--- src/rtl/patfetch_pkg.sv ---
// Shared widths, constants and types for the pattern fetch generator.
// Assumes a 16-bit address space and an 8-bit data bus.
package patfetch_pkg;
    localparam int ADDR_W  = 16;
    localparam int DATA_W  = 8;
    localparam int CODE_W  = 6;
    localparam int LINE_W  = 3;
    localparam int SUB_W   = CODE_W + LINE_W;
    localparam int HIGH_W  = ADDR_W - SUB_W;
    localparam int INV_BIT = 7;
    localparam int NUM_WIN = 2;

    localparam logic [ADDR_W-1:0] BOARD_BASE  = 16'h8400;
    localparam logic [ADDR_W-1:0] ATTR_BASE   = 16'hC000;
    localparam logic [ADDR_W-1:0] WIDE_MASK   = 16'hE100;
    localparam logic [ADDR_W-1:0] WIDE_MATCH  = 16'h2100;
    localparam logic [ADDR_W-1:0] RAW_LIMIT   = 16'h8000;
    localparam logic [ADDR_W-1:0] HALF_OFFSET = 16'h0200;

    localparam logic [DATA_W-1:0] ATTR_PLAIN = 8'h70;
    localparam logic [DATA_W-1:0] ATTR_DARK  = 8'h00;
    localparam logic [DATA_W-1:0] PIX_DARK   = 8'h00;

    typedef enum logic [1:0] {
        FM_PLAIN = 2'd0,
        FM_WIDE  = 2'd1,
        FM_BOARD = 2'd2,
        FM_RAW   = 2'd3
    } fetch_mode_e;

    // Add-on RAM window bounds, indexed by window number.
    function automatic logic [ADDR_W-1:0] win_lo(input int idx);
        return (idx == 0) ? 16'h2000 : 16'h4000;
    endfunction

    function automatic logic [ADDR_W-1:0] win_hi(input int idx);
        return (idx == 0) ? 16'h3FFF : 16'h7FFF;
    endfunction

    typedef struct packed {
        logic [ADDR_W-1:0] pat_addr;
        logic [ADDR_W-1:0] attr_addr;
        fetch_mode_e       mode;
        logic              pat_req;
        logic              attr_req;
        logic              inv;
        logic              dark;
        logic              colour;
    } fetch_rec_t;
endpackage

--- src/rtl/patfetch_region.sv ---
// Decides whether a refresh address falls inside fitted add-on RAM.
// Assumes windows do not overlap; one enable bit per window.
module patfetch_region
    import patfetch_pkg::*;
(
    input  logic [ADDR_W-1:0]  addr,
    input  logic [NUM_WIN-1:0] win_en,
    output logic               hit
);
    logic [NUM_WIN-1:0] win_hit;

    // One comparator pair per window.
    for (genvar gi = 0; gi < NUM_WIN; gi++) begin : g_win
        assign win_hit[gi] = win_en[gi]
                           && (addr >= win_lo(gi))
                           && (addr <= win_hi(gi));
    end

    // Any window hit counts, and only below the raw limit.
    always_comb begin
        hit = (|win_hit) && (addr < RAW_LIMIT);
    end
endmodule

--- src/rtl/patfetch_addr.sv ---
// Forms pattern and attribute addresses and registers them at the refresh strobe.
// Assumes the fetch inputs are stable in the strobe cycle.
module patfetch_addr
    import patfetch_pkg::*;
(
    input  logic              clk,
    input  logic              rst_n,
    input  logic              fetch_strobe,
    input  logic [DATA_W-1:0] opcode,
    input  logic [ADDR_W-1:0] fetch_pc,
    input  logic [ADDR_W-1:0] ir_val,
    input  logic [LINE_W-1:0] line_cnt,
    input  logic              sw_ram2000,
    input  logic              raw_hit,
    input  logic              sw_raw,
    input  logic              sw_board,
    input  logic              colour_en,
    input  logic              colour_mode,
    input  logic              sync_active,
    output fetch_rec_t        rec_q
);
    logic [SUB_W-1:0]  sub;
    logic              inv;
    logic              wide_ok;
    logic [ADDR_W-1:0] plain_addr;
    fetch_rec_t        rec_d;

    // Pattern sub-address and the 128-character condition.
    always_comb begin
        sub        = {opcode[CODE_W-1:0], line_cnt};
        inv        = opcode[INV_BIT];
        plain_addr = {ir_val[ADDR_W-1 -: HIGH_W], sub};
        wide_ok    = !sw_raw && sw_ram2000 && ((ir_val & WIDE_MASK) == WIDE_MATCH);
    end

    // Mode priority: board, then raw on a window hit, then wide, then plain.
    always_comb begin
        rec_d          = '0;
        rec_d.inv      = inv;
        rec_d.dark     = sync_active;
        rec_d.colour   = colour_en;
        rec_d.pat_req  = !sync_active;
        rec_d.attr_req = colour_en && !sync_active;
        if (sw_board) begin
            rec_d.mode     = FM_BOARD;
            rec_d.pat_addr = BOARD_BASE + ADDR_W'(sub) + (inv ? HALF_OFFSET : '0);
        end else if (sw_raw && raw_hit) begin
            rec_d.mode     = FM_RAW;
            rec_d.pat_addr = ir_val;
        end else if (wide_ok) begin
            rec_d.mode     = FM_WIDE;
            rec_d.pat_addr = plain_addr + (inv ? HALF_OFFSET : '0);
        end else begin
            rec_d.mode     = FM_PLAIN;
            rec_d.pat_addr = plain_addr;
        end
        if (colour_mode) begin
            rec_d.attr_addr = fetch_pc | ATTR_BASE;
        end else if (rec_d.mode == FM_RAW) begin
            rec_d.attr_addr = ATTR_BASE;
        end else begin
            rec_d.attr_addr = ATTR_BASE + ADDR_W'(sub);
        end
    end

    // Capture the fetch record on the refresh strobe.
    always_ff @(posedge clk) begin
        if (!rst_n) begin
            rec_q <= '0;
        end else if (fetch_strobe) begin
            rec_q <= rec_d;
        end
    end

    a_r10_hold_addr: assert property (@(posedge clk) disable iff (!rst_n)
        !fetch_strobe |=> $stable(rec_q.pat_addr) && $stable(rec_q.attr_addr));

    a_r9_no_req_in_sync: assert property (@(posedge clk) disable iff (!rst_n)
        (fetch_strobe && sync_active) |=> (!rec_q.pat_req && !rec_q.attr_req));

    a_r4_board_range: assert property (@(posedge clk) disable iff (!rst_n)
        (rec_q.mode == FM_BOARD) |-> (rec_q.pat_addr >= BOARD_BASE
                                     && rec_q.pat_addr < BOARD_BASE + 16'h0400));

    a_r5_raw_below_limit: assert property (@(posedge clk) disable iff (!rst_n)
        (rec_q.mode == FM_RAW) |-> (rec_q.pat_addr < RAW_LIMIT));
endmodule

--- src/rtl/patfetch_out.sv ---
// Applies inversion, sync blanking and colour policy to returned read data.
// Assumes the fetch record is held until the read data arrives.
module patfetch_out
    import patfetch_pkg::*;
(
    input  logic              clk,
    input  logic              rst_n,
    input  logic              rd_valid,
    input  logic [DATA_W-1:0] pat_data,
    input  logic [DATA_W-1:0] attr_data,
    input  logic              inv,
    input  logic              dark,
    input  logic              colour,
    output logic [DATA_W-1:0] pix_out,
    output logic [DATA_W-1:0] attr_out,
    output logic              out_valid
);
    logic [DATA_W-1:0] pix_d;
    logic [DATA_W-1:0] attr_d;

    // Select final pixel and attribute bytes.
    always_comb begin
        if (dark) begin
            pix_d  = PIX_DARK;
            attr_d = ATTR_DARK;
        end else begin
            pix_d  = inv ? ~pat_data : pat_data;
            attr_d = colour ? attr_data : ATTR_PLAIN;
        end
    end

    // Register the output one clock after the read strobe.
    always_ff @(posedge clk) begin
        if (!rst_n) begin
            pix_out   <= '0;
            attr_out  <= '0;
            out_valid <= 1'b0;
        end else begin
            out_valid <= rd_valid;
            if (rd_valid) begin
                pix_out  <= pix_d;
                attr_out <= attr_d;
            end
        end
    end

    a_r6_valid_follows: assert property (@(posedge clk) disable iff (!rst_n)
        rd_valid |=> out_valid);

    a_r6_valid_single: assert property (@(posedge clk) disable iff (!rst_n)
        !rd_valid |=> !out_valid);

    a_r9_dark_pixels: assert property (@(posedge clk) disable iff (!rst_n)
        (rd_valid && dark) |=> (pix_out == PIX_DARK && attr_out == ATTR_DARK));

    a_r8_plain_attr: assert property (@(posedge clk) disable iff (!rst_n)
        (rd_valid && !dark && !colour) |=> (attr_out == ATTR_PLAIN));
endmodule

--- src/rtl/patfetch_gen.sv ---
// Top of the character pattern fetch address generator.
// Assumes the memory returns both bytes together, flagged by rd_valid.
module patfetch_gen
    import patfetch_pkg::*;
(
    input  logic        clk,
    input  logic        rst_n,
    input  logic        fetch_strobe,
    input  logic [7:0]  opcode,
    input  logic [15:0] fetch_pc,
    input  logic [15:0] ir_val,
    input  logic [2:0]  line_cnt,
    input  logic        sw_ram2000,
    input  logic        sw_ram4000,
    input  logic        sw_raw,
    input  logic        sw_board,
    input  logic        colour_en,
    input  logic        colour_mode,
    input  logic        sync_active,
    input  logic        rd_valid,
    input  logic [7:0]  pat_data,
    input  logic [7:0]  attr_data,
    output logic [15:0] pat_addr,
    output logic [15:0] attr_addr,
    output logic [1:0]  fetch_mode,
    output logic        pat_req,
    output logic        attr_req,
    output logic [7:0]  pix_out,
    output logic [7:0]  attr_out,
    output logic        out_valid
);
    logic       raw_hit;
    fetch_rec_t rec;

    patfetch_region u_region (
        .addr   (ir_val),
        .win_en ({sw_ram4000, sw_ram2000}),
        .hit    (raw_hit)
    );

    patfetch_addr u_addr (
        .clk          (clk),
        .rst_n        (rst_n),
        .fetch_strobe (fetch_strobe),
        .opcode       (opcode),
        .fetch_pc     (fetch_pc),
        .ir_val       (ir_val),
        .line_cnt     (line_cnt),
        .sw_ram2000   (sw_ram2000),
        .raw_hit      (raw_hit),
        .sw_raw       (sw_raw),
        .sw_board     (sw_board),
        .colour_en    (colour_en),
        .colour_mode  (colour_mode),
        .sync_active  (sync_active),
        .rec_q        (rec)
    );

    patfetch_out u_out (
        .clk       (clk),
        .rst_n     (rst_n),
        .rd_valid  (rd_valid),
        .pat_data  (pat_data),
        .attr_data (attr_data),
        .inv       (rec.inv),
        .dark      (rec.dark),
        .colour    (rec.colour),
        .pix_out   (pix_out),
        .attr_out  (attr_out),
        .out_valid (out_valid)
    );

    // Drive the registered record onto the ports.
    always_comb begin
        pat_addr   = rec.pat_addr;
        attr_addr  = rec.attr_addr;
        fetch_mode = rec.mode;
        pat_req    = rec.pat_req;
        attr_req   = rec.attr_req;
    end
endmodule

--- config.mk ---
export PLATFORM = sky130hd
export DESIGN_NAME = patfetch_gen
export DESIGN_NICKNAME = d
export VERILOG_FILES = /design/src/rtl/patfetch_pkg.sv /design/src/rtl/patfetch_region.sv /design/src/rtl/patfetch_addr.sv /design/src/rtl/patfetch_out.sv /design/src/rtl/patfetch_gen.sv
export SDC_FILE = /design/constraint.sdc
export NUM_CORES = 1
export LEC_CHECK = 0
export BUFFER_PORTS_ARGS = -buffer_cell sky130_fd_sc_hd__buf_2
export CORE_MARGIN = 3
export CORE_UTILIZATION = 49
export CTS_CLUSTER_DIAMETER = 100
export DETAILED_ROUTE_END_ITERATION = 8
export GPL_TIMING_DRIVEN = 0
export PLACE_DENSITY = 0.84
export SYNTH_ARGS = -nofsm -noshare
export SYNTH_HDL_FRONTEND = slang
export SYNTH_SLANG_ARGS = --single-unit
--- constraint.sdc ---
create_clock -name clk -period 4.1 [get_ports clk]
set_clock_uncertainty 0.1 [all_clocks]
set_input_delay 0.82 -clock clk [delete_from_list [all_inputs] [get_ports clk]]
set_output_delay 0.82 -clock clk [all_outputs]
set_load 0.01 [all_outputs]
# Word level (Yosys, flattened, before mapping)

Index checks and enable logic that the tools add are counted.

Output and inout bits: 53
Word-level logic and storage cells: 48
Bits in registers: 56
Input port bits: 70

Equality and inequality tests: 2
$lt $le $gt $ge: 5
Add/subtract/negate cells: 4
Reduce and logical (&&, ||, !) cells: 12
Multiplexer cells: 13
Bitwise operators: 1

Operator list:

| cell                   | number |
|---|---|
| $mux 16                | 5 |
| $add 16x16->16         | 2 |
| $mux 8                 | 4 |
| $add 15x10->16 const A | 1 |
| $add 16x9->16 const A  | 1 |
| $ge 16x14->1 const B   | 1 |
| $ge 16x15->1 const B   | 1 |
| $le 16x14->1 const B   | 1 |
| $le 16x15->1 const B   | 1 |
| $lt 16x16->1 const B   | 1 |
| $mux 10                | 1 |
| $logic_and 1x1->1      | 9 |
| $not 8->8              | 1 |
| $eq 4x2->1 const B     | 1 |
| $mux 2                 | 2 |
| $eq 2x2->1 const B     | 1 |
| $logic_not 1->1        | 2 |
| $reduce_or 2->1        | 1 |
| $mux 1                 | 1 |

# Logic depth before layout (Yosys ltp)

Word-level depth: 11
Gate-level depth with buffers: 6
Gate-level depth less buffers: 4

# Modules after synthesis

A second synthesis with hierarchy kept.

Cells, all modules: 277
Area total of the unflattened synthesis: 2541.2 um^2

By module, submodules not included:

| module          | cells each | seq. area each (um^2) | times used | area each (um^2) |
|---|---|---|---|---|
| patfetch_addr   | 197        | 760.7                 | 1          | 1749.2 |
| patfetch_out    | 77         | 340.3                 | 1          | 775.7 |
| patfetch_region | 3          | 0.0                   | 1          | 16.3 |

# Worst setup path after synthesis

OpenSTA, ideal clock, no wires.

Path kind: input-to-reg
Start point: in ir_val[15]
End point: reg u_addr.rec_q[34] (netlist bit)
Data arrival time: 1687 ps
Buffers on the path: 1
Data required time: 3878 ps
Cell stages on the path: 5
Path slack: 2191 ps
Setup time: 122 ps
Path through: nor4b_1 -> and3_1 -> buf_6 -> a21oi_1 -> a311o_1

Cells in the longest elaborated chain, start to end: 8
Elaborated cells between the ends (all ways): 17
Those cells by class: order compare (5); eq/ne (1); mux (3); reduce/logical (8)

Ends and longest elaborated chain:

| what                                                | line                  | text |
|---|---|---|
| from (decl)                                         | patfetch_gen.sv:11    | `input logic [15:0] ir_val,` |
| $ge 16x14->1 / $ge 16x15->1 (equally long branches) | patfetch_region.sv:15 | `&& (addr >= win_lo(gi))` |
| $logic_and 1x1->1                                   | patfetch_region.sv:15 |  |
| $logic_and 1x1->1                                   | patfetch_region.sv:16 | `&& (addr <= win_hi(gi));` |
| $reduce_or 2->1                                     | patfetch_region.sv:21 | `hit = (\|win_hit) && (addr < RAW_LIMIT);` |
| $logic_and 1x1->1                                   | patfetch_region.sv:21 |  |
| $logic_and 1x1->1                                   | patfetch_addr.sv:47   | `end else if (sw_raw && raw_hit) begin` |
| $mux 16 *                                           | patfetch_addr.sv:47   |  |
| $mux 16 *                                           | patfetch_addr.sv:44   | `if (sw_board) begin` |
| to (signal assigned)                                | patfetch_addr.sv:71   | `rec_q <= rec_d;` |
| to (decl)                                           | patfetch_addr.sv:20   | `output fetch_rec_t rec_q` |

Every way passes the cells marked *; elsewhere a longest branch is shown, timed or not.
A chain may end at the register's enable or synchronous reset.

# Worst setup path after layout

Start point: in ir_val[14]
End point: reg u_addr.rec_q[34] (netlist bit)

Same word-level chain as after synthesis.

==> run_results.csv <==
group,metric,value,unit
status,status,"finished, final reports clean",
detailed_routing,ant_nets,0,
synthesis,yosysSeqAreaShare,0.435,
die,die_w,77.9,um
grt,grt_overflow,0,
finish,multi_input_area,1240,um2
setup_path,cp_cell_sequence,"buf_2, nor4b_1, and3_1, buf_6, a21oi_1, a311o_1",
grt,first_global_vias,2397,
grt,grt_max_degree,16,
pwr,total_power,1.10,mW
die,start_util,0.522,
detailed_routing,wl_per_cell,14.3,um
pwr,ir_drop,0.000270,V
min_path,holdCritPathClass,"reg2reg",
finish,area_delta_synth_final,30.4,%
timing,hold_viol,0,
timing,tightestPinTransition,0.481,ns
clock_tree,h-tree-depth,2,
timing,layout_min_cycle_time,1.83,ns
pwr,comb_power_share,0.182,
synthesis,yosysWarnings,0,
timing,slew_headroom,0.679,
synthesis,yosys.area.top_type_share,0.435,
clock_tree,clock_path_buffers,2,
clock_tree,clkSinkCount,55,
pwr,seqPwrFrac,0.526,
finish,layout_common_cells,"buf_2, dfxtp_1, inv_1, o21ai_0, a21oi_1",
finish,num_antenna_cells,0,
synthesis,ys_ff_latch,55,
die,dieArea,6070,um2
setup_path,worstPathArrival,1.92,ns
clock_tree,clk_latency,0.29,ns
grt,antenna_found_initial,0,
placed_design,place_area,3200,um2
finish,fillerInstances,403,
timing,slew_violations,0,
setup_path,max_stage_delay,0.29,ns
detailed_routing,viasPerCell,5.09,
synthesis,syn_area,2530,um2
synthesis,synth_nets,348,
timing,setup_viol_count_final,0,
synthesis,yosys-top-cells-area,"dfxtp_1, mux2i_1, nor2b_1, a21oi_1, o21ai_0",
die,die_h,77.9,um
setup_path,cpMaxStageDelayCell,"nor4b_1",
setup_path,worstPathMaxFanout,9,
clock_tree,cts_tree,"done",
die,rows,25,
setup_path,cp.required,4.19,ns
pwr,switching_share,0.262,
pwr,p_per_area,335,nW/um2
clock_tree,cts_hold_buf,0,
detailed_routing,vias,2382,
pwr,clkPwrFrac,0.292,
die,ios,123,
setup_path,crit_buf_inv,2,
setup_path,cp-start-kind,"primary input",
setup_path,critPathCaptureType,"register",
detailed_routing,wl,6.71,mm
flow_run,maxCapViolations,0,
finish,ff_latch_area,1100,um2
clock_tree,cts_buffers,5,
placed_design,portBuffers,117,
synthesis,synth_area_leader_cell,"dfxtp_1",
pwr,leakage,1.54,nW
pwr,p_sw,0.289,mW
timing,post-route-period-util,0.446,
setup_path,critical_path.top_delay_family,"simple AND/OR/NAND/NOR gates",
detailed_routing,drt_first_pass_iters,4,
timing,max_freq,0.547,GHz
detailed_routing,drt_iter0_drc,104,
pwr,intPower,0.816,mW
setup_path,critical_path_class,"in2reg",
grt,grt_usage,0.226,
synthesis,syn_avg_cell_area,9.18,um2
synthesis,syn_inst,276,
finish,drive_above_1_share,0.364,
placed_design,place_congestion,0.854,
clock_tree,cts_root_buf,"clkbuf_8",
finish,fin_nets,472,
synthesis,synth_cell_types,42,
finish,finish.instance_area,3300,um2
placed_design,hpwl,5.17,mm
finish,final_common_cell,"buf_2",
timing,grt_setup_unrepaired,"no",
finish,final_core_util,0.681,
clock_tree,post_cts_resize_count,0,
die,core,4850,um2
detailed_routing,drc,0,
clock_tree,path_clk_slew,0.09,ns
timing,setup_tns,0,ns
clock_tree,post-cts-setup-buffers,0,
timing,whs,0.388,ns
grt,grt_pass1_wl,11.2,mm
-- state kept, by name, indices dropped and copies added, names as in the netlist --
| register | count |
|---|---|
| u_addr.rec_q | 38 |
| u_out.out_valid | 1 |
| u_out.attr_out | 8 |
| u_out.pix_out | 8 |
-- worst reg2reg max path: stages (launching register included) --
cell and delay (ns):
dfxtp_1 0.42, nand2b_1 0.13, clkbuf_1 0.31, o22ai_1 0.15
and2_1 0.17
-- area by class of cell --
| cell class | count | share of cell area |
|---|---|---|
| buffer | 21 | 0.0322 |
| inverter | 22 | 0.0250 |
| clock buffer | 8 | 0.0303 |
| timing repair buffer | 117 | 0.177 |
| sequential | 55 | 0.333 |
| tap | 67 | 0.0254 |
| multi-input combinational | 178 | 0.376 |
-- final timing paths --
check,from,to,slack [ns],cells past startpoint
worst max-delay path,ir_val[14],u_addr.rec_q[34]$_SDFFE_PN0P_,2.27,6
worst min register to register,u_addr.rec_q[3]$_SDFFE_PN0P_,u_addr.rec_q[3]$_SDFFE_PN0P_,0.39,2
worst min-delay path,u_addr.rec_q[3]$_SDFFE_PN0P_,u_addr.rec_q[3]$_SDFFE_PN0P_,0.39,2
worst max register to register,u_addr.rec_q[1]$_SDFFE_PN0P_,u_out.pix_out[5]$_SDFFE_PN0P_,2.73,4
-- logic make-up (layout without fill, tap and decap cells) --
group / Yosys count / in the layout / share of synthesized area
multiplexers: 16 / 16 / 0.0632
AND/OR/NAND/NOR: 74 / 74 / 0.183
XOR/XNOR: 8 / 8 / 0.0277
buffers and inverters: 43 / 168 / 0.0746
flip-flops: 55 / 55 / 0.435
adder cells (fa/ha/maj): 2 / 2 / 0.00988
AO/OA/AOI/OAI: 78 / 78 / 0.207
-- synth_stat cells (all sizes together) --
cell type and number:
a311o 1, o31ai 2, clkbuf 11, mux2i 16, a21o 1, nand2b 11, nor2b 19, nor4b 1
ha 2, a41oi 1, nand2 12, and2 10, xnor2 8, o41ai 1, nand3 6, nor2 1
o21a 1, nor3 2, a211oi 1, nor3b 2, a21oi 22, dfxtp 55, o311a 1, o22ai 8
and3 2, a21boi 7, and4 2, nand3b 5, inv 22, o221a 1, a22o 9, o21ai 22
buf 10, and3b 1
-- layer usage --
layer  vias up  global-route usage  part of all wire
met5         -                   0                 0
met4         0              0.0577             0.014
met3        10              0.0418             0.055
met2        70               0.392              0.50
met1      1109               0.287              0.43
li1       1193                   -                 -
-- power by group through the flow --
| stage | Sequential, mW | Clock (mW) | Combinational (mW) |
|---|---|---|---|
| 2_1_floorplan | 0.608 | 0 | 0.0940 |
| 5_1_grt | 0.586 | 0.355 | 0.221 |
| 3_3_place_gp | 0.592 | 0 | 0.196 |
| 4_1_cts | 0.581 | 0.329 | 0.202 |
| 3_5_place_dp | 0.593 | 0 | 0.201 |
| 6_report | 0.581 | 0.323 | 0.201 |
-- stage by stage --
| stage | setup WS (ns) | std cells |
|---|---|---|
| 2_1_floorplan | 2.19 | 276 |
| 3_3_place_gp | 1.99 | 460 |
| 3_5_place_dp | 1.95 | 460 |
| 4_1_cts | 2.28 | 468 |
| 5_1_grt | 2.21 | 468 |
| 6_report | 2.27 | 468 |
No activity file was read; power rests on OpenSTA's default activity.
